[src/rtl/sg_pkg.sv]
package sg_pkg;
  localparam int SG_BYTE_W = 8;

  localparam logic [SG_BYTE_W-1:0] OPC_WRSR = 8'h01;
  localparam logic [SG_BYTE_W-1:0] OPC_WRDI = 8'h04;
  localparam logic [SG_BYTE_W-1:0] OPC_RDSR = 8'h05;
  localparam logic [SG_BYTE_W-1:0] OPC_WREN = 8'h06;

  localparam int SR_WEL_POS  = 1;
  localparam int SR_QE_POS   = 6;
  localparam int SR_SWD_POS  = 7;
  localparam int WR_QE_SRC   = 1;

  typedef enum logic [2:0] {
    ST_OPC,
    ST_ARM_SET,
    ST_ARM_CLR,
    ST_READ,
    ST_DATA0,
    ST_DATA1,
    ST_DRAIN
  } dec_state_e;
endpackage

[src/rtl/sg_spi_shifter.sv]
module sg_spi_shifter #(
  parameter int BYTE_W = 8
) (
  input  logic              clk,
  input  logic              rst_n,
  input  logic              cs_n_i,
  input  logic              sclk_i,
  input  logic              mosi_i,
  input  logic              tx_load_i,
  input  logic [BYTE_W-1:0] tx_byte_i,
  output logic [BYTE_W-1:0] rx_byte_o,
  output logic              byte_done_o,
  output logic              cs_release_o,
  output logic              at_boundary_o,
  output logic              miso_o
);
  localparam int CNT_W = (BYTE_W > 1) ? $clog2(BYTE_W) : 1;
  localparam logic [CNT_W-1:0] CNT_LAST = CNT_W'(BYTE_W - 1);

  logic              sclk_q, cs_q;
  logic [CNT_W-1:0]  cnt_q, cnt_d;
  logic [BYTE_W-1:0] rx_q, rx_d;
  logic [BYTE_W-1:0] tx_q, tx_d;
  logic              miso_d;
  logic              rise, fall;

  assign rise          = ~cs_n_i & sclk_i & ~sclk_q;
  assign fall          = ~cs_n_i & ~sclk_i & sclk_q;
  assign cs_release_o  = cs_n_i & ~cs_q;
  assign at_boundary_o = (cnt_q == '0);
  assign rx_byte_o     = {rx_q[BYTE_W-2:0], mosi_i};
  assign byte_done_o   = rise && (cnt_q == CNT_LAST);

  always_comb begin
    cnt_d  = cnt_q;
    rx_d   = rx_q;
    tx_d   = tx_q;
    miso_d = miso_o;
    if (cs_n_i) begin
      cnt_d  = '0;
      tx_d   = '0;
      miso_d = 1'b0;
    end else begin
      if (rise) begin
        rx_d  = rx_byte_o;
        cnt_d = (cnt_q == CNT_LAST) ? '0 : cnt_q + 1'b1;
      end
      if (tx_load_i) begin
        tx_d = tx_byte_i;
      end else if (fall) begin
        miso_d = tx_q[BYTE_W-1];
        tx_d   = {tx_q[BYTE_W-2:0], 1'b0};
      end
    end
  end

  always_ff @(posedge clk or negedge rst_n) begin
    if (!rst_n) begin
      sclk_q <= 1'b0;
      cs_q   <= 1'b1;
      cnt_q  <= '0;
      rx_q   <= '0;
      tx_q   <= '0;
      miso_o <= 1'b0;
    end else begin
      sclk_q <= sclk_i;
      cs_q   <= cs_n_i;
      cnt_q  <= cnt_d;
      rx_q   <= rx_d;
      tx_q   <= tx_d;
      miso_o <= miso_d;
    end
  end

  AST_MISO_ON_FALL: assert property (@(posedge clk) disable iff (!rst_n)
    !$stable(miso_o) |-> $past(fall || cs_n_i));
endmodule

[src/rtl/sg_status_bank.sv]
module sg_status_bank #(
  parameter int BYTE_W = 8
) (
  input  logic              clk,
  input  logic              rst_n,
  input  logic              set_wel_i,
  input  logic              clr_wel_i,
  input  logic              commit_i,
  input  logic              commit_swd_i,
  input  logic              commit_qe_i,
  output logic              wel_o,
  output logic              swd_o,
  output logic [BYTE_W-1:0] status_o
);
  import sg_pkg::*;

  logic wel_d, swd_d, qe_q, qe_d;

  always_comb begin
    wel_d = wel_o;
    swd_d = swd_o;
    qe_d  = qe_q;
    if (set_wel_i) wel_d = 1'b1;
    if (clr_wel_i) wel_d = 1'b0;
    if (commit_i) begin
      wel_d = 1'b0;
      swd_d = commit_swd_i;
      qe_d  = commit_qe_i;
    end
  end

  always_ff @(posedge clk or negedge rst_n) begin
    if (!rst_n) begin
      wel_o <= 1'b0;
      swd_o <= 1'b0;
      qe_q  <= 1'b0;
    end else begin
      wel_o <= wel_d;
      swd_o <= swd_d;
      qe_q  <= qe_d;
    end
  end

  always_comb begin
    status_o             = '0;
    status_o[SR_WEL_POS] = wel_o;
    status_o[SR_QE_POS]  = qe_q;
    status_o[SR_SWD_POS] = swd_o;
  end

  AST_COMMIT_DROPS_WEL: assert property (@(posedge clk) disable iff (!rst_n)
    commit_i |=> !wel_o);
  AST_SWD_HOLDS: assert property (@(posedge clk) disable iff (!rst_n)
    !commit_i |=> $stable(swd_o));
endmodule

[src/rtl/sg_cmd_decoder.sv]
module sg_cmd_decoder #(
  parameter int BYTE_W     = 8,
  parameter int WRSR_BYTES = 1
) (
  input  logic              clk,
  input  logic              rst_n,
  input  logic              byte_done_i,
  input  logic [BYTE_W-1:0] rx_byte_i,
  input  logic              cs_release_i,
  input  logic              at_boundary_i,
  input  logic              wel_i,
  input  logic              swd_i,
  input  logic              wp_lvl_i,
  output logic              set_wel_o,
  output logic              clr_wel_o,
  output logic              commit_o,
  output logic              commit_swd_o,
  output logic              commit_qe_o,
  output logic              tx_load_o,
  output logic              reject_o
);
  import sg_pkg::*;

  localparam bit TWO_BYTE = (WRSR_BYTES == 2);

  dec_state_e st_q, st_d;
  logic       rej_d;
  logic       hold_en, hold_q;
  logic       locked;

  assign locked       = ~wel_i | (~wp_lvl_i & swd_i);
  assign commit_swd_o = TWO_BYTE ? hold_q : rx_byte_i[SR_SWD_POS];
  assign commit_qe_o  = TWO_BYTE ? rx_byte_i[WR_QE_SRC] : 1'b0;

  always_comb begin
    st_d      = st_q;
    set_wel_o = 1'b0;
    clr_wel_o = 1'b0;
    commit_o  = 1'b0;
    tx_load_o = 1'b0;
    rej_d     = 1'b0;
    hold_en   = 1'b0;
    if (cs_release_i) begin
      if (at_boundary_i) begin
        set_wel_o = (st_q == ST_ARM_SET);
        clr_wel_o = (st_q == ST_ARM_CLR);
      end
      st_d = ST_OPC;
    end else if (byte_done_i) begin
      unique case (st_q)
        ST_OPC: begin
          if (rx_byte_i == OPC_WREN) begin
            st_d = ST_ARM_SET;
          end else if (rx_byte_i == OPC_WRDI) begin
            st_d = ST_ARM_CLR;
          end else if (rx_byte_i == OPC_RDSR) begin
            st_d      = ST_READ;
            tx_load_o = 1'b1;
          end else if (rx_byte_i == OPC_WRSR) begin
            if (locked) begin
              rej_d = 1'b1;
              st_d  = ST_DRAIN;
            end else begin
              st_d = ST_DATA0;
            end
          end else begin
            st_d = ST_DRAIN;
          end
        end
        ST_READ: tx_load_o = 1'b1;
        ST_DATA0: begin
          if (TWO_BYTE) begin
            hold_en = 1'b1;
            st_d    = ST_DATA1;
          end else begin
            commit_o = 1'b1;
            st_d     = ST_DRAIN;
          end
        end
        ST_DATA1: begin
          commit_o = 1'b1;
          st_d     = ST_DRAIN;
        end
        default: st_d = ST_DRAIN;
      endcase
    end
  end

  always_ff @(posedge clk or negedge rst_n) begin
    if (!rst_n) begin
      st_q     <= ST_OPC;
      reject_o <= 1'b0;
      hold_q   <= 1'b0;
    end else begin
      st_q     <= st_d;
      reject_o <= rej_d;
      if (hold_en) hold_q <= rx_byte_i[SR_SWD_POS];
    end
  end

  AST_REJECT_SINGLE: assert property (@(posedge clk) disable iff (!rst_n)
    reject_o |=> !reject_o);
  AST_NO_DATA_WHEN_UNLATCHED: assert property (@(posedge clk) disable iff (!rst_n)
    (st_q == ST_OPC && byte_done_i && !cs_release_i && rx_byte_i == OPC_WRSR && !wel_i)
    |=> (st_q != ST_DATA0 && reject_o));
  AST_PROTECTED_REFUSES: assert property (@(posedge clk) disable iff (!rst_n)
    (st_q == ST_OPC && byte_done_i && rx_byte_i == OPC_WRSR && !wp_lvl_i && swd_i)
    |=> reject_o);
endmodule

[src/rtl/spi_stat_guard.sv]
module spi_stat_guard #(
  parameter int WRSR_BYTES = 1
) (
  input  logic clk,
  input  logic rst_n,
  input  logic cs_n,
  input  logic sclk,
  input  logic mosi,
  input  logic wp_n,
  output logic miso,
  output logic wrsr_reject
);
  import sg_pkg::*;

  logic                 wp_q;
  logic [SG_BYTE_W-1:0] rx_byte, status;
  logic                 byte_done, cs_release, at_boundary, tx_load;
  logic                 set_wel, clr_wel, commit, commit_swd, commit_qe;
  logic                 wel, swd;

  always_ff @(posedge clk or negedge rst_n) begin
    if (!rst_n) wp_q <= 1'b1;
    else        wp_q <= wp_n;
  end

  sg_spi_shifter #(.BYTE_W(SG_BYTE_W)) u_shift (
    .clk(clk), .rst_n(rst_n), .cs_n_i(cs_n), .sclk_i(sclk), .mosi_i(mosi),
    .tx_load_i(tx_load), .tx_byte_i(status), .rx_byte_o(rx_byte),
    .byte_done_o(byte_done), .cs_release_o(cs_release),
    .at_boundary_o(at_boundary), .miso_o(miso)
  );

  sg_cmd_decoder #(.BYTE_W(SG_BYTE_W), .WRSR_BYTES(WRSR_BYTES)) u_dec (
    .clk(clk), .rst_n(rst_n), .byte_done_i(byte_done), .rx_byte_i(rx_byte),
    .cs_release_i(cs_release), .at_boundary_i(at_boundary), .wel_i(wel),
    .swd_i(swd), .wp_lvl_i(wp_q), .set_wel_o(set_wel), .clr_wel_o(clr_wel),
    .commit_o(commit), .commit_swd_o(commit_swd), .commit_qe_o(commit_qe),
    .tx_load_o(tx_load), .reject_o(wrsr_reject)
  );

  sg_status_bank #(.BYTE_W(SG_BYTE_W)) u_stat (
    .clk(clk), .rst_n(rst_n), .set_wel_i(set_wel), .clr_wel_i(clr_wel),
    .commit_i(commit), .commit_swd_i(commit_swd), .commit_qe_i(commit_qe),
    .wel_o(wel), .swd_o(swd), .status_o(status)
  );

  AST_LATCH_NEEDS_RELEASE: assert property (@(posedge clk) disable iff (!rst_n)
    (!wel && !cs_n) |=> !wel);
endmodule

[config.mk]
export PLATFORM = sky130hd
export DESIGN_NAME = spi_stat_guard
export DESIGN_NICKNAME = d
export VERILOG_FILES = /design/src/rtl/sg_pkg.sv /design/src/rtl/sg_spi_shifter.sv /design/src/rtl/sg_status_bank.sv /design/src/rtl/sg_cmd_decoder.sv /design/src/rtl/spi_stat_guard.sv
export SDC_FILE = /design/constraint.sdc
export NUM_CORES = 1
export LEC_CHECK = 0
export ABC_CLOCK_PERIOD_IN_PS = 2900
export BUFFER_PORTS_ARGS = -buffer_cell sky130_fd_sc_hd__buf_2
export CAP_MARGIN = 30
export CORE_ASPECT_RATIO = 0.75
export CORE_MARGIN = 3
export CORE_UTILIZATION = 35
export DETAILED_ROUTE_END_ITERATION = 6
export SYNTH_ARGS = -nofsm -noshare
export SYNTH_HDL_FRONTEND = slang
export SYNTH_HIERARCHICAL = 1
export SYNTH_SLANG_ARGS = --single-unit
[constraint.sdc]
create_clock -name clk -period 2.9 [get_ports clk]
set_input_delay 0.29 -clock clk [delete_from_list [all_inputs] [get_ports clk]]
set_output_delay 0.29 -clock clk [all_outputs]
set_load 0.01 [all_outputs]
Word-level counts from Yosys, hierarchy flattened
Cells that the tools add are included.

word-level totals
  input bits = 6
  flip-flop bits (word level) = 28
  logic and storage cells = 90

cells by class
  reductions and logical operators = 12
  add/sub/neg operators = 1
  bitwise operators = 13
  equal/unequal tests = 12
  muxes and demuxes = 41

operator list
  cell                   number
  $mux W1                26
  $eq A8 B3 Y1 const B   3
  $mux W3                8
  $mux W8                3
  $eq A3 B3 Y1 const B   3
  $eq A8 B1 Y1 const B   1
  $and A1 B1 Y1          6
  $eq A3 B2 Y1 const B   2
  $logic_not A3 Y1       2
  $not A1 Y1             6
  $pmux W3 S2            1
  $reduce_and A2 Y1      3
  $reduce_bool A2 Y1     3
  $reduce_bool A3 Y1     2
  $mux W2                2
  $ne A2 B2 Y1 const B   2
  $add A3 B1 Y3 const B  1
  $eq A3 B1 Y1 const B   1
  $pmux W1 S2            1
  $reduce_or A2 Y1       1
  $logic_and A1 B1 Y1    1
  $or A1 B1 Y1           1

Depth between registers and ports, before layout
Gate-level depths: netlist (run 1).

  word-level depth = 11
  mapped depth = 10
  depth with buffers taken out = 9

Modules after synthesis
Netlist (run 1), hierarchy kept.

modules (own cells, without submodules)
  module          cells an instance  area an instance (µm²)  sequential area each (µm²)  instances
  sg_spi_shifter  82                 1063.5                  526.8                       1
  sg_cmd_decoder  39                 341.6                   100.1                       1
  sg_status_bank  16                 170.2                   75.1                        1
  spi_stat_guard  1                  26.3                    26.3                        1

Worst setup path after synthesis (run 1)
No wires, ideal clock.

  kind = register to register
  from = register u_shift.sclk_q
  to = register u_shift.tx_q[1]
  stages on the path, launching flop included = 11
  arrival time = 2.027 ns
  required time = 2.775 ns
  path slack = 0.748 ns
  path through = dfrtp_1 > nand2b_2 > nor2_8 > and2_2 > nor2b_1 > nand3b_1 > o22ai_1 > buf_6 > nor2_8 > o21ai_4 > mux2_4

on the way
  longest elaborated chain between the ends = 7
  elaborated cells between the ends (all ways) = 9

ends and longest elaborated chain
  item                    line                  RTL
  from (decl)             sg_spi_shifter.sv:20  logic sclk_q, cs_q;
  from (signal assigned)  sg_spi_shifter.sv:66  sclk_q <= sclk_i;
  $not A1 Y1 *            sg_spi_shifter.sv:27  assign rise = ~cs_n_i & sclk_i & ~sclk_q;
  $and A1 B1 Y1 *         sg_spi_shifter.sv:27
  $logic_and A1 B1 Y1 *   sg_spi_shifter.sv:32  assign byte_done_o = rise && (cnt_q == CNT_LAST);
  net byte_done           spi_stat_guard.sv:17  logic byte_done, cs_release, at_boundary, tx_load;
  $mux W1 *               sg_cmd_decoder.sv:49  end else if (byte_done_i) begin
  $mux W1 *               sg_cmd_decoder.sv:43  if (cs_release_i) begin
  net tx_load             spi_stat_guard.sv:17
  $mux W8                 sg_spi_shifter.sv:48  if (tx_load_i) begin
  $mux W8                 sg_spi_shifter.sv:39  if (cs_n_i) begin
  to (signal assigned)    sg_spi_shifter.sv:70  tx_q <= tx_d;
  to (decl)               sg_spi_shifter.sv:23  logic [BYTE_W-1:0] tx_q, tx_d;

Mark *: on every way through the listed nets, which the timed path passes. The rest lies on a longest branch.
A chain may end at the register's enable or synchronous reset.

Final worst setup path (run 1)
  from = register u_shift.sclk_q
  to = register u_shift.tx_q[6]

Same word-level chain as after synthesis.

==> impl_results.md, run 1 <==
- Outcome: completed
- Leak: 0.000748 uW
- Share of layout cells above drive strength 1: 0.306
- Share of the yosys chip area belonging to registers: 0.455
- GRT Residual Overflow: 0
- Initial cell density of the core: 0.379
- Num rows: 20
- Fin. Hold Viols: 0
- Vias/cell: 4.74
- Final #Nets: 152
- Cells after Synth: 138
- Final-report setup violation count: 0
- Vias in the first global route: 935
- Hold Crit Class: primary input to async pin
- Yosys reg bits: 29
- Final TNS setup: 0 ns
- Worst VDD drop: 239 uV
- Clk Latency, worst-skew pair: 0.28 ns
- DP Worst Slack: 0.509 ns
- Hold buffer count at cts: 0
- Clock transition at path regs: 0.06 ns
- PD cells: 582 nW/um2
- CTS Buf Count: 5
- Die Area: 5430 um2
- RSZ-0062 raised after global routing: false
- WP data arrival: 2.58 ns
- Clock Skews: 0.00355 ns
- Avg WL per Cell: 13.6 um
- Synth unique cells: 33
- WS Path Type: register to register
- Via count: 943
- Die Span X: 84.1 um
- Area growth from synthesis to layout: 7.42%
- Syn. warnings: 6
- Slew Limit Fails: 0
- Tcrit/Tclk final: 0.836
- Avg Inst Size Synth: 11.6 um2
- Initial antenna violation count: 0
- Cell Area, Synth: 1600 um2
- N_diodes: 0
- Num Clock Sinks: 29
- Post-CTS setup buffers: 0
- Max-cap viol count: 0
- Clk root buf: clkbuf_8
- Final critical-path required period: 2.42 ns
- Largest net degree at the start of global routing: 30
- DP Area: 1620 um2
- Final Util: 0.407
- Overall routing resource usage: 0.111
- DRC: 0
- Boundary Pins: 8
- Final setup margin: 0.477 ns
- Max H-tree Level: 2
- Critical Path Source Type: register
- # fillers: 401
- Cell area after layout: 1720 um2
- Crit end category: register
- Core ar.: 4230 um2
- Input/output buffers: 7
- Fmax: 413 MHz
- DR iter-0 viols: 36
- Peak fanout along the critical path: 10
- Post-DP HPWL: 1900 um
- Resized cells post-CTS: 0
- DIE HEIGHT: 64.6 um
- Clock Tree Buf Depth: 2
- Data required time at the worst endpoint: 3.06 ns
- Relative slew slack: 0.562
- Antenna Violating Nets Remaining: 0
- Gpl congestion: 0.778
- Pre-antenna DRT Iters: 4
- Worst Max-Slew Pin Slew: 0.658 ns
- CTS tree: done
- Worst hold margin: 0.0398 ns
- DRT Wirelength: 2720 um
- First-pass GRT wire length: 4620 um
## through the flow
step                      power (uW)  instances
after floorplan                  625        142
after global placement           642        191
after detailed placement         647        191
after CTS                       1010        199
after global routing            1050        199
final                           1000        199
## registers in the layout (all words and copies together) (netlist names), 3 cells and up
register       cells
u_shift/tx_q       8
u_shift/rx_q       7
u_dec/st_q         3
u_shift/cnt_q      3
## cell type report
| class | instances | area (um2) | share of cell area |
|---|---|---|---|
| Clock buffer | 7 | 96.3 | 0.0560 |
| Tap cell | 55 | 68.8 | 0.0400 |
| Timing Repair Buffer | 8 | 42.5 | 0.0247 |
| Multi-Input combinational cell | 94 | 761 | 0.442 |
| Clock inverter | 1 | 5.00 | 0.00291 |
| Inverter | 5 | 18.8 | 0.0109 |
| Sequential cell | 29 | 728 | 0.423 |
## placed cells by master, fill, tap and decap left out, types with 2 or more instances in the layout
cell / n
buf_2: 7
clkbuf_8: 7
dfstp_2: 2
nor3b_1: 2
a21oi_1: 4
nand3_1: 3
dfrtp_1: 27
o21ai_0: 2
nand2_1: 9
conb_1: 6
ha_1: 3
nor2b_1: 3
nor2_8: 2
inv_1: 5
nor3_1: 4
nand3b_1: 5
nand2b_1: 3
nor2_1: 11
mux2_2: 9
mux2i_1: 9
mux2_4: 7
## final timing paths
| path | depth (start not counted) | to | startpoint | slack [ns] |
|---|---|---|---|---|
| max | 10 | u_shift/tx_q[6]$_DFFE_PN0P_ | u_shift/sclk_q$_DFF_PN0_ | 0.48 |
| min | 1 | u_shift/rx_q[0]$_DFFE_PN0P_ | rst_n | 0.04 |
| max reg2reg | 10 | u_shift/tx_q[6]$_DFFE_PN0P_ | u_shift/sclk_q$_DFF_PN0_ | 0.48 |
| min reg2reg | 1 | u_shift/tx_q[2]$_DFFE_PN0P_ | u_shift/tx_q[2]$_DFFE_PN0P_ | 0.51 |
| max in group asynchronous | 1 | u_shift/tx_q[4]$_DFFE_PN0P_ | rst_n | 2.43 |
| min in group clk | 1 | wp_q$_DFF_PN1_ | wp_n | 0.11 |
## where the power goes
part,total (uW),internal (uW),switching (uW)
Sequential,504,451,53.5
Combinational,133,74.0,58.6
Clock,365,214,151
Total,1000,739,263
## synthesized netlist by cell type
cell       count  area [um2]
nor3_1         4        20.0
nor4_4         1        21.3
nor2_8         2        40.0
mux2i_1        9        90.1
xnor2_1        1        8.76
and2b_2        1        8.76
mux2_2         9         101
buf_6          1        11.3
nand2b_1       3        18.8
inv_1          5        18.8
nor4_2         1        12.5
nand2b_2       1        8.76
nor3b_1        2        15.0
o31ai_2        1        12.5
a21oi_1        4        20.0
nand2_1        9        33.8
o22ai_1        1        6.26
and2_2         1        7.51
o21ai_4        1        16.3
a2111oi_2      1        15.0
or2b_1         1        7.51
mux2_4         7         105
dfrtp_1       27         676
nand3_1        3        15.0
dfstp_2        2        52.6
o32ai_1        1        8.76
conb_1         2        7.51
nor2b_1        3        18.8
buf_4         13        97.6
nor2_1        11        41.3
nand3b_1       5        37.5
ha_1           3        37.5
o21ai_0        2        10.0
## worst max-delay path, cell delays in order, from the launching register on
cell and delay, ns:
dfrtp_1 0.39, nand2b_2 0.25, nor2_8 0.18, and2_2 0.22, nor2b_1 0.18, nand3b_1 0.13
o22ai_1 0.13, buf_4 0.25, nor2_8 0.06, o21ai_4 0.16, mux2_4 0.34
## cell families (layout without fill, tap and decap cells)
| kind of cell | count (synthesis) | in the layout | synth area share |
|---|---|---|---|
| compound gates | 11 | 11 | 0.0555 |
| xor+xnor | 1 | 1 | 0.00547 |
| fa+ha+maj | 3 | 3 | 0.0234 |
| buf+inv | 19 | 21 | 0.0797 |
| flops | 29 | 29 | 0.455 |
| mux | 25 | 25 | 0.185 |
| other cells | 2 | 6 | 0.00469 |
| simple gates | 48 | 48 | 0.191 |
## layer usage
metal | vias to the layer above | global-route usage | part of all wire
li1 | 464 | - | -
met1 | 461 | 0.145 | 0.51
met2 | 12 | 0.163 | 0.44
met3 | 6 | 0.0343 | 0.022
met4 | 0 | 0.0602 | 0.022
met5 | - | 0 | 0
Power figures use the tool's default switching activity.
==> run 2: changes to the inputs <==
ABC_AREA = 1   (was not set)
ABC_CLOCK_PERIOD_IN_PS = 2550   (was 2900)
clock period = 2.55 ns   (was 2.9 ns; I/O delays follow)
==> run 2 against run 1 <==
Against the previous run: first-iteration DRC count is 81% higher; critical endpoint is now u_shift/tx_q[2]$_DFFE_PN0P_; flip-flop and latch count is the same; synthesized cell count up 56%; register-to-register slack better by 0.07 ns; critical path type unchanged; utilization fell by 1.6 points; power increased by 8.7%; combinational power grew 14%; die area grew 4.9%; sequential power is 3% higher.
==> impl_results.md, run 2 <==
- Antenna Violating Nets Remaining: 0 (unchanged)
- Clk Latency, worst-skew pair: 0.28 ns (about the same)
- Worst Max-Slew Pin Slew: 0.658 ns (about the same)
- Yosys reg bits: 29 (unchanged)
- Commonest non-fill, non-tap cell in the layout: nand2_1 (was dfrtp_1)
- Critical Path Source Type: register (unchanged)
- Post-synthesis async set-or-reset flop share: 1.00 (unchanged)
- Tcrit/Tclk final: 0.785 (was 0.836)
- Syn. warnings: 6 (unchanged)
- Hold buffer count at cts: 0 (unchanged)
- Final critical-path required period: 2.00 ns (was 2.42 ns)
- Register area: 728 um2 (unchanged)
- Cell Area, Synth: 1690 um2 (was 1600 um2)
- Die Span X: 86.2 um (was 84.1 um)
- EDFF count, synth: 0 (unchanged)
- CTS Buf Count: 5 (unchanged)
- Boundary Pins: 8 (unchanged)
- Largest net degree at the start of global routing: 30 (unchanged)
- Max H-tree Level: 2 (unchanged)
- Yosys top cell by area: dfrtp_1 (unchanged)
- Final TNS setup: 0 ns (unchanged)
- Post-CTS setup buffers: 0 (unchanged)
- Clock transition at path regs: 0.06 ns (about the same)
- Cells after Synth: 215 (was 138)
- PD cells: 613 nW/um2 (was 582 nW/um2)
- Final #Nets: 227 (was 152)
- First-pass GRT wire length: 5060 um (was 4620 um)
- Peak fanout along the critical path: 18 (was 10)
- Post-synth top area share: 0.401 (was 0.422)
- Final-report setup violation count: 0 (unchanged)
- Clock Tree Buf Depth: 2 (unchanged)
- Area growth from synthesis to layout: 5.42% (was 7.42%)
- WS Path Type: register to register (unchanged)
- Initial antenna violation count: 0 (unchanged)
- Final setup margin: 0.549 ns (was 0.477 ns)
- WP data arrival: 2.17 ns (was 2.58 ns)
- Multi-input gate area: 744 um2 (was 761 um2)
- Fmax: 500 MHz (was 413 MHz)
- Via count: 1211 (was 943)
- Avg WL per Cell: 10.3 um (was 13.6 um)
- Initial cell density of the core: 0.371 (was 0.379)
- Main synth FF type: dfrtp_1 (unchanged)
- Share of layout cells above drive strength 1: 0.215 (was 0.306)
- Clock Skews: 0.00274 ns (was 0.00355 ns)
- Outcome: completed (unchanged)
- DR iter-0 viols: 65 (was 36)
- Resized cells post-CTS: 0 (unchanged)
- Share of the yosys chip area belonging to registers: 0.432 (was 0.455)
- Max-cap viol count: 0 (unchanged)
- Data required time at the worst endpoint: 2.72 ns (was 3.06 ns)
- Slew Limit Fails: 0 (unchanged)
- Most frequent cells in the layout: nand2_1, dfrtp_1, nand3_1, inv_1, inv_2 (was dfrtp_1, nor2_1, nand2_1, mux2i_1, mux2_2)
- GRT Residual Overflow: 0 (unchanged)
- N_diodes: 0 (unchanged)
- Synth unique cells: 26 (was 33)
- Crit end category: register (unchanged)
- Pre-antenna DRT Iters: 4 (unchanged)
- Reg with most FFs: u_shift/tx_q (unchanged)
- Largest register FFs: 8 (unchanged)
- Avg Inst Size Synth: 7.84 um2 (was 11.6 um2)
- DIE HEIGHT: 66.1 um (was 64.6 um)
- DP Worst Slack: 0.529 ns (was 0.509 ns)
- Hold Crit Class: primary input to async pin (unchanged)
- Cell with the most instances after synthesis: nand2_1 (was dfrtp_1)
- Leak: 0.000967 uW (was 0.000748 uW)
- Worst VDD drop: 344 uV (was 239 uV)
- CTS tree: done (unchanged)
- Relative slew slack: 0.562 (about the same)
- DRT Wirelength: 2850 um (was 2720 um)
- Input/output buffers: 7 (unchanged)
- Vias in the first global route: 1108 (was 935)
- Num rows: 21 (was 20)
- Biggest regs: u_shift/tx_q: 8 flops, u_shift/rx_q: 7 flops (unchanged)
- Final Util: 0.391 (was 0.407)
- Overall routing resource usage: 0.117 (was 0.111)
- Vias/cell: 4.39 (was 4.74)
- Core ar.: 4550 um2 (was 4230 um2)
- DRC: 0 (unchanged)
- RSZ-0062 raised after global routing: false (unchanged)
- Die Area: 5700 um2 (was 5430 um2)
- Synth cell count leaders: nand2_1, dfrtp_1, nand3_1 (was dfrtp_1, buf_4, nor2_1)
- Post-DP HPWL: 2050 um (was 1900 um)
- Clk root buf: clkbuf_8 (unchanged)
- Num Clock Sinks: 29 (unchanged)
- Fin. Hold Viols: 0 (unchanged)
- Gpl congestion: 0.836 (was 0.778)
- # fillers: 464 (was 401)
- Main area contributors after synthesis: dfrtp_1, nand2_1, nand3_1 (was dfrtp_1, mux2_4, mux2_2)
==> run 2: cell types whose count changed after synthesis, sizes merged, moves of 2 or more <==
cell	delta
buf	+2
inv	+18
mux2	-16
mux2i	-9
nand2	+83
nand2b	-4
nand3	+23
nand3b	-5
nor2b	-3
o21ai	-3
==> run 2: cell families after synthesis <==
kind of cell	Yosys count	share of synthesized area
AO/OA/AOI/OAI	4	0.0148
other	2	0.00445
adder cells (fa/ha/maj)	3	0.0223
AND/OR/NAND/NOR	137	0.391
buffers and inverters	40	0.136
flip-flops	29	0.432
==> run 2: per-layer routing <==
layer	track usage	share of wire
met1	0.173	0.55
met2	0.149	0.39
met3	0.0411	0.042
met4	0.0534	0.018
met5	0	0
==> run 2: path summary, 6_finish.rpt <==
path                       depth (start not counted)                           end                          from  slack [ns]
setup / recovery                                  11   u_shift/tx_q[2]$_DFFE_PN0P_  u_shift/cnt_q[0]$_DFFE_PN0P_        0.55
hold / removal                                     1       u_stat/qe_q$_DFFE_PN0P_                         rst_n       0.006
setup reg to reg                                  11   u_shift/tx_q[2]$_DFFE_PN0P_  u_shift/cnt_q[0]$_DFFE_PN0P_        0.55
hold reg to reg                                    2   u_shift/rx_q[6]$_DFFE_PN0P_   u_shift/rx_q[5]$_DFFE_PN0P_        0.50
max in group asynchronous                          1  u_shift/cnt_q[0]$_DFFE_PN0P_                         rst_n        2.12
min in group clk                                   1                wp_q$_DFF_PN1_                          wp_n        0.07
==> run 2: layout make-up <==
cell class / instances / area share
inverters: 24 / 0.0507
multi-input cells: 150 / 0.419
flip-flops and latches: 29 / 0.410
clock inverters: 1 / 0.00281
clock buffers: 7 / 0.0542
repair buffers: 8 / 0.0239
well taps: 57 / 0.0401
==> run 2: critical path, cell delays in order (launching register included) <==
cell and delay, ns:
dfrtp_1 0.41, ha_1 0.21, ha_1 0.19, inv_1 0.06
nor2_1 0.06, nand2_2 0.12, a21oi_1 0.05, buf_4 0.18
nor2_8 0.23, nand2_1 0.21, nand2_1 0.12, nand2_1 0.06
==> run 2: stage by stage <==
step / cells / instance area (um2) / hold WS [ns] / total power [uW]
floorplan: 219 / 1700 / -0.0406 / 653
global placement: 268 / 1680 / 0.337 / 678
detailed placement: 268 / 1680 / 0.337 / 680
CTS: 276 / 1780 / 0.0283 / 1110
global route: 276 / 1780 / 0.0438 / 1160
finish: 276 / 1780 / 0.00621 / 1090
==> run 2: where the power goes <==
part	internal, uW	total [uW]	switching [uW]
sequential	491	518	26.9
clock	244	420	177
combinational	48.7	151	102
total	783	1090	306
==> run 3: changes to the inputs <==
ABC_CLOCK_PERIOD_IN_PS = 1710   (was 2550)
clock period = 1.71 ns   (was 2.55 ns; I/O delays follow)
==> run 3 against run 2 <==
Against the previous run: cell count is 6.5% higher; global-route usage is 0.82 points higher; clock skew grew 0.0031 ns; clock power grew 49%; worst setup slack lost 0.49 ns; non-clock buffer count increased by 18; sequential share of layout area down 4.9 points; critical path type unchanged; largest cell class unchanged; highest routed layer unchanged.
==> impl_results.md, run 3 (synthesis results as in run 2) <==
- Antenna Violating Nets Remaining: 0 (unchanged)
- DR iter-0 viols: 84 (was 65)
- First-pass GRT wire length: 5620 um (was 5060 um)
- Avg WL per Cell: 10.6 um (was 10.3 um)
- FF-to-FF Start: u_shift/cnt_q[1]$_DFFE_PN0P_ (was u_shift/cnt_q[0]$_DFFE_PN0P_)
- Data required time at the worst endpoint: 1.88 ns (was 2.72 ns)
- Most frequent cells in the layout: nand2_1, dfrtp_1, nand3_1, nand2_2 (was nand2_1, dfrtp_1, nand3_1, inv_1, inv_2)
- Outcome: completed (unchanged)
- Clk root buf: clkbuf_8 (unchanged)
- Fmax: 605 MHz (was 500 MHz)
- Cell area after layout: 2020 um2 (was 1780 um2)
- Num rows: 21 (unchanged)
- Hold Crit Class: primary input to register (was primary input to async pin)
- DRT Wirelength: 3120 um (was 2850 um)
- Net Switching: 469 uW (was 306 uW)
- RSZ-0062 raised after global routing: true (was false)
- Final critical-path required period: 1.65 ns (was 2.00 ns)
- Clock power share: 0.371 (was 0.386)
- Area growth from synthesis to layout: 19.7% (was 5.42%)
- Switching Share: 0.278 (was 0.281)
- Input/output buffers: 7 (unchanged)
- Commonest non-fill, non-tap cell in the layout: nand2_1 (unchanged)
- Die Span X: 86.2 um (unchanged)
- Leak: 0.00107 uW (was 0.000967 uW)
- Initial antenna violation count: 0 (unchanged)
- Num Clock Sinks: 29 (unchanged)
- Final #Nets: 245 (was 227)
- Die Area: 5700 um2 (unchanged)
- P_int: 1220 uW (was 783 uW)
- Reg-to-Reg End: u_shift/tx_q[7]$_DFFE_PN0P_ (was u_shift/tx_q[2]$_DFFE_PN0P_)
- CTS Buf Count: 5 (unchanged)
- Slew Limit Fails: 0 (unchanged)
- Clk Latency, worst-skew pair: 0.27 ns (was 0.28 ns)
- CTS tree: done (unchanged)
- Via count: 1269 (was 1211)
- Critical Path Source Type: register (unchanged)
- DRC: 0 (unchanged)
- Worst Max-Slew Pin Slew: 0.680 ns (was 0.658 ns)
- Crit path capture: u_shift/tx_q[7]$_DFFE_PN0P_ (was u_shift/tx_q[2]$_DFFE_PN0P_)
- Final Util: 0.444 (was 0.391)
- Register area: 728 um2 (unchanged)
- Reg2reg path depth: 13 (was 11)
- Initial cell density of the core: 0.371 (unchanged)
- Multi-input gate area: 813 um2 (was 744 um2)
- Register-to-register setup slack: 0.06 ns (was 0.55 ns)
- Critical Path Start: u_shift/cnt_q[1]$_DFFE_PN0P_ (was u_shift/cnt_q[0]$_DFFE_PN0P_)
- Max H-tree Level: 2 (unchanged)
- N_diodes: 0 (unchanged)
- Largest net degree at the start of global routing: 30 (unchanged)
- Worst hold margin: 0.0555 ns (was 0.00621 ns)
- Largest register FFs: 8 (unchanged)
- Final TNS setup: 0 ns (unchanged)
- Relative slew slack: 0.546 (was 0.562)
- Gpl congestion: 0.829 (was 0.836)
- Overall routing resource usage: 0.125 (was 0.117)
- GRT Residual Overflow: 0 (unchanged)
- Boundary Pins: 8 (unchanged)
- Clock Skews: 0.00586 ns (was 0.00274 ns)
- Crit end category: register (unchanged)
- DP Area: 1800 um2 (was 1680 um2)
- Core ar.: 4550 um2 (unchanged)
- Pre-antenna DRT Iters: 4 (unchanged)
- Vias/cell: 4.32 (was 4.39)
- Max-cap viol count: 0 (unchanged)
- Reg with most FFs: u_shift/tx_q (unchanged)
- Share of power burned in registers: 0.454 (was 0.476)
- Fin. Hold Viols: 0 (unchanged)
- Post-DP HPWL: 2190 um (was 2050 um)
- Peak fanout along the critical path: 6 (was 18)
- Vias in the first global route: 1236 (was 1108)
- Clock transition at path regs: 0.07 ns (was 0.06 ns)
- Worst VDD drop: 400 uV (was 344 uV)
- Final-report setup violation count: 0 (unchanged)
- Combinational power share: 0.174 (was 0.139)
- Biggest regs: u_shift/tx_q: 8 flops, u_shift/rx_q: 7 flops (unchanged)
- Tcrit/Tclk final: 0.966 (was 0.785)
- Tot Pwr: 1680 uW (was 1090 uW)
- WS Path Type: register to register (unchanged)
- Share of layout cells above drive strength 1: 0.338 (was 0.215)
- Clock Tree Buf Depth: 2 (unchanged)
- # fillers: 458 (was 464)
- PD cells: 835 nW/um2 (was 613 nW/um2)
- WP data arrival: 1.82 ns (was 2.17 ns)
- DIE HEIGHT: 66.1 um (unchanged)
==> run 3: cell types whose count changed in the layout (fill, tap and decap cells not counted), moves of 2 or more <==
| cell | before | now |
|---|---|---|
| buf_4 | 1 | 12 |
| buf_6 | 0 | 3 |
| dlygate4sd3_1 | 0 | 2 |
| ha_1 | 3 | 1 |
| nand2_1 | 87 | 78 |
| nand2_2 | 5 | 13 |
| nor3_1 | 2 | 0 |
| nor3_2 | 1 | 3 |
==> run 3: final cells by class <==
type,instances,area share
multi-input combinational,150,0.403
sequential,29,0.361
timing repair buffer,26,0.106
clock buffer,7,0.0477
inverter,24,0.0446
tap,57,0.0353
clock inverter,1,0.00248
==> run 3: critical path: stages, from the launching register on <==
cell     delay [ns]
dfrtp_1        0.36
ha_2           0.20
ha_4           0.14
inv_2          0.04
nor2_4         0.10
nand2_2        0.06
a21oi_2        0.12
buf_6          0.14
nor2_8         0.04
buf_6          0.13
nand2_2        0.04
nand2_1        0.04
nand2_1        0.07
nand2_1        0.06
==> run 3: worst min path at each step <==
| stage | from | end | slack [ns] | cells past startpoint |
|---|---|---|---|---|
| final | cs_n | u_shift/cs_q$_DFF_PN1_ | 0.06 | 1 |
| after global routing | cs_n | u_shift/cs_q$_DFF_PN1_ | 0.05 | 1 |
| after CTS | cs_n | u_shift/cs_q$_DFF_PN1_ | 0.05 | 1 |
| after detailed placement | rst_n | u_shift/tx_q[5]$_DFFE_PN0P_ | 0.25 | 1 |
| after global placement | rst_n | u_stat/qe_q$_DFFE_PN0P_ | 0.26 | 1 |
| after floorplan | rst_n | u_dec/reject_o$_DFF_PN0_ | -0.12 | 0 |
==> run 3: through the flow <==
step                      worst slack [ns]  instances
after floorplan                    0.00311        219
after global placement              0.0183        283
after detailed placement           -0.0199        283
after CTS                         0.000396        293
after global routing               -0.0830        294
final                               0.0576        294
==> run 3: what timing repair did <==
| action | CTS | global route |
|---|---|---|
| hold buffers | 2 | 0 |
| endpoints found under the setup margin | 7 | 12 |
| pin swaps | 1 | 7 |
| hold endpoints to repair | 28 | 0 |
| buffers inserted | 0 | 1 |
| resized for setup | 2 | 22 |
==> run 3: power groups by stage <==
stage / Clock, uW / Sequential, uW / Combinational (uW)
floorplan: 0 / 777 / 197
global placement: 0 / 776 / 281
detailed placement: 0 / 778 / 282
CTS: 640 / 765 / 289
global route: 670 / 771 / 334
finish: 626 / 766 / 293
==> run 3: per-layer routing <==
layer | share of wire | wire (um) | vias to the layer above | GRT usage
met4 | 0.0083 | 26 | 0 | 0.0395
met1 | 0.54 | 1680 | 573 | 0.180
met5 | 0 | 0 | - | 0
met3 | 0.025 | 79 | 2 | 0.0374
met2 | 0.43 | 1330 | 10 | 0.180
li1 | - | - | 684 | -
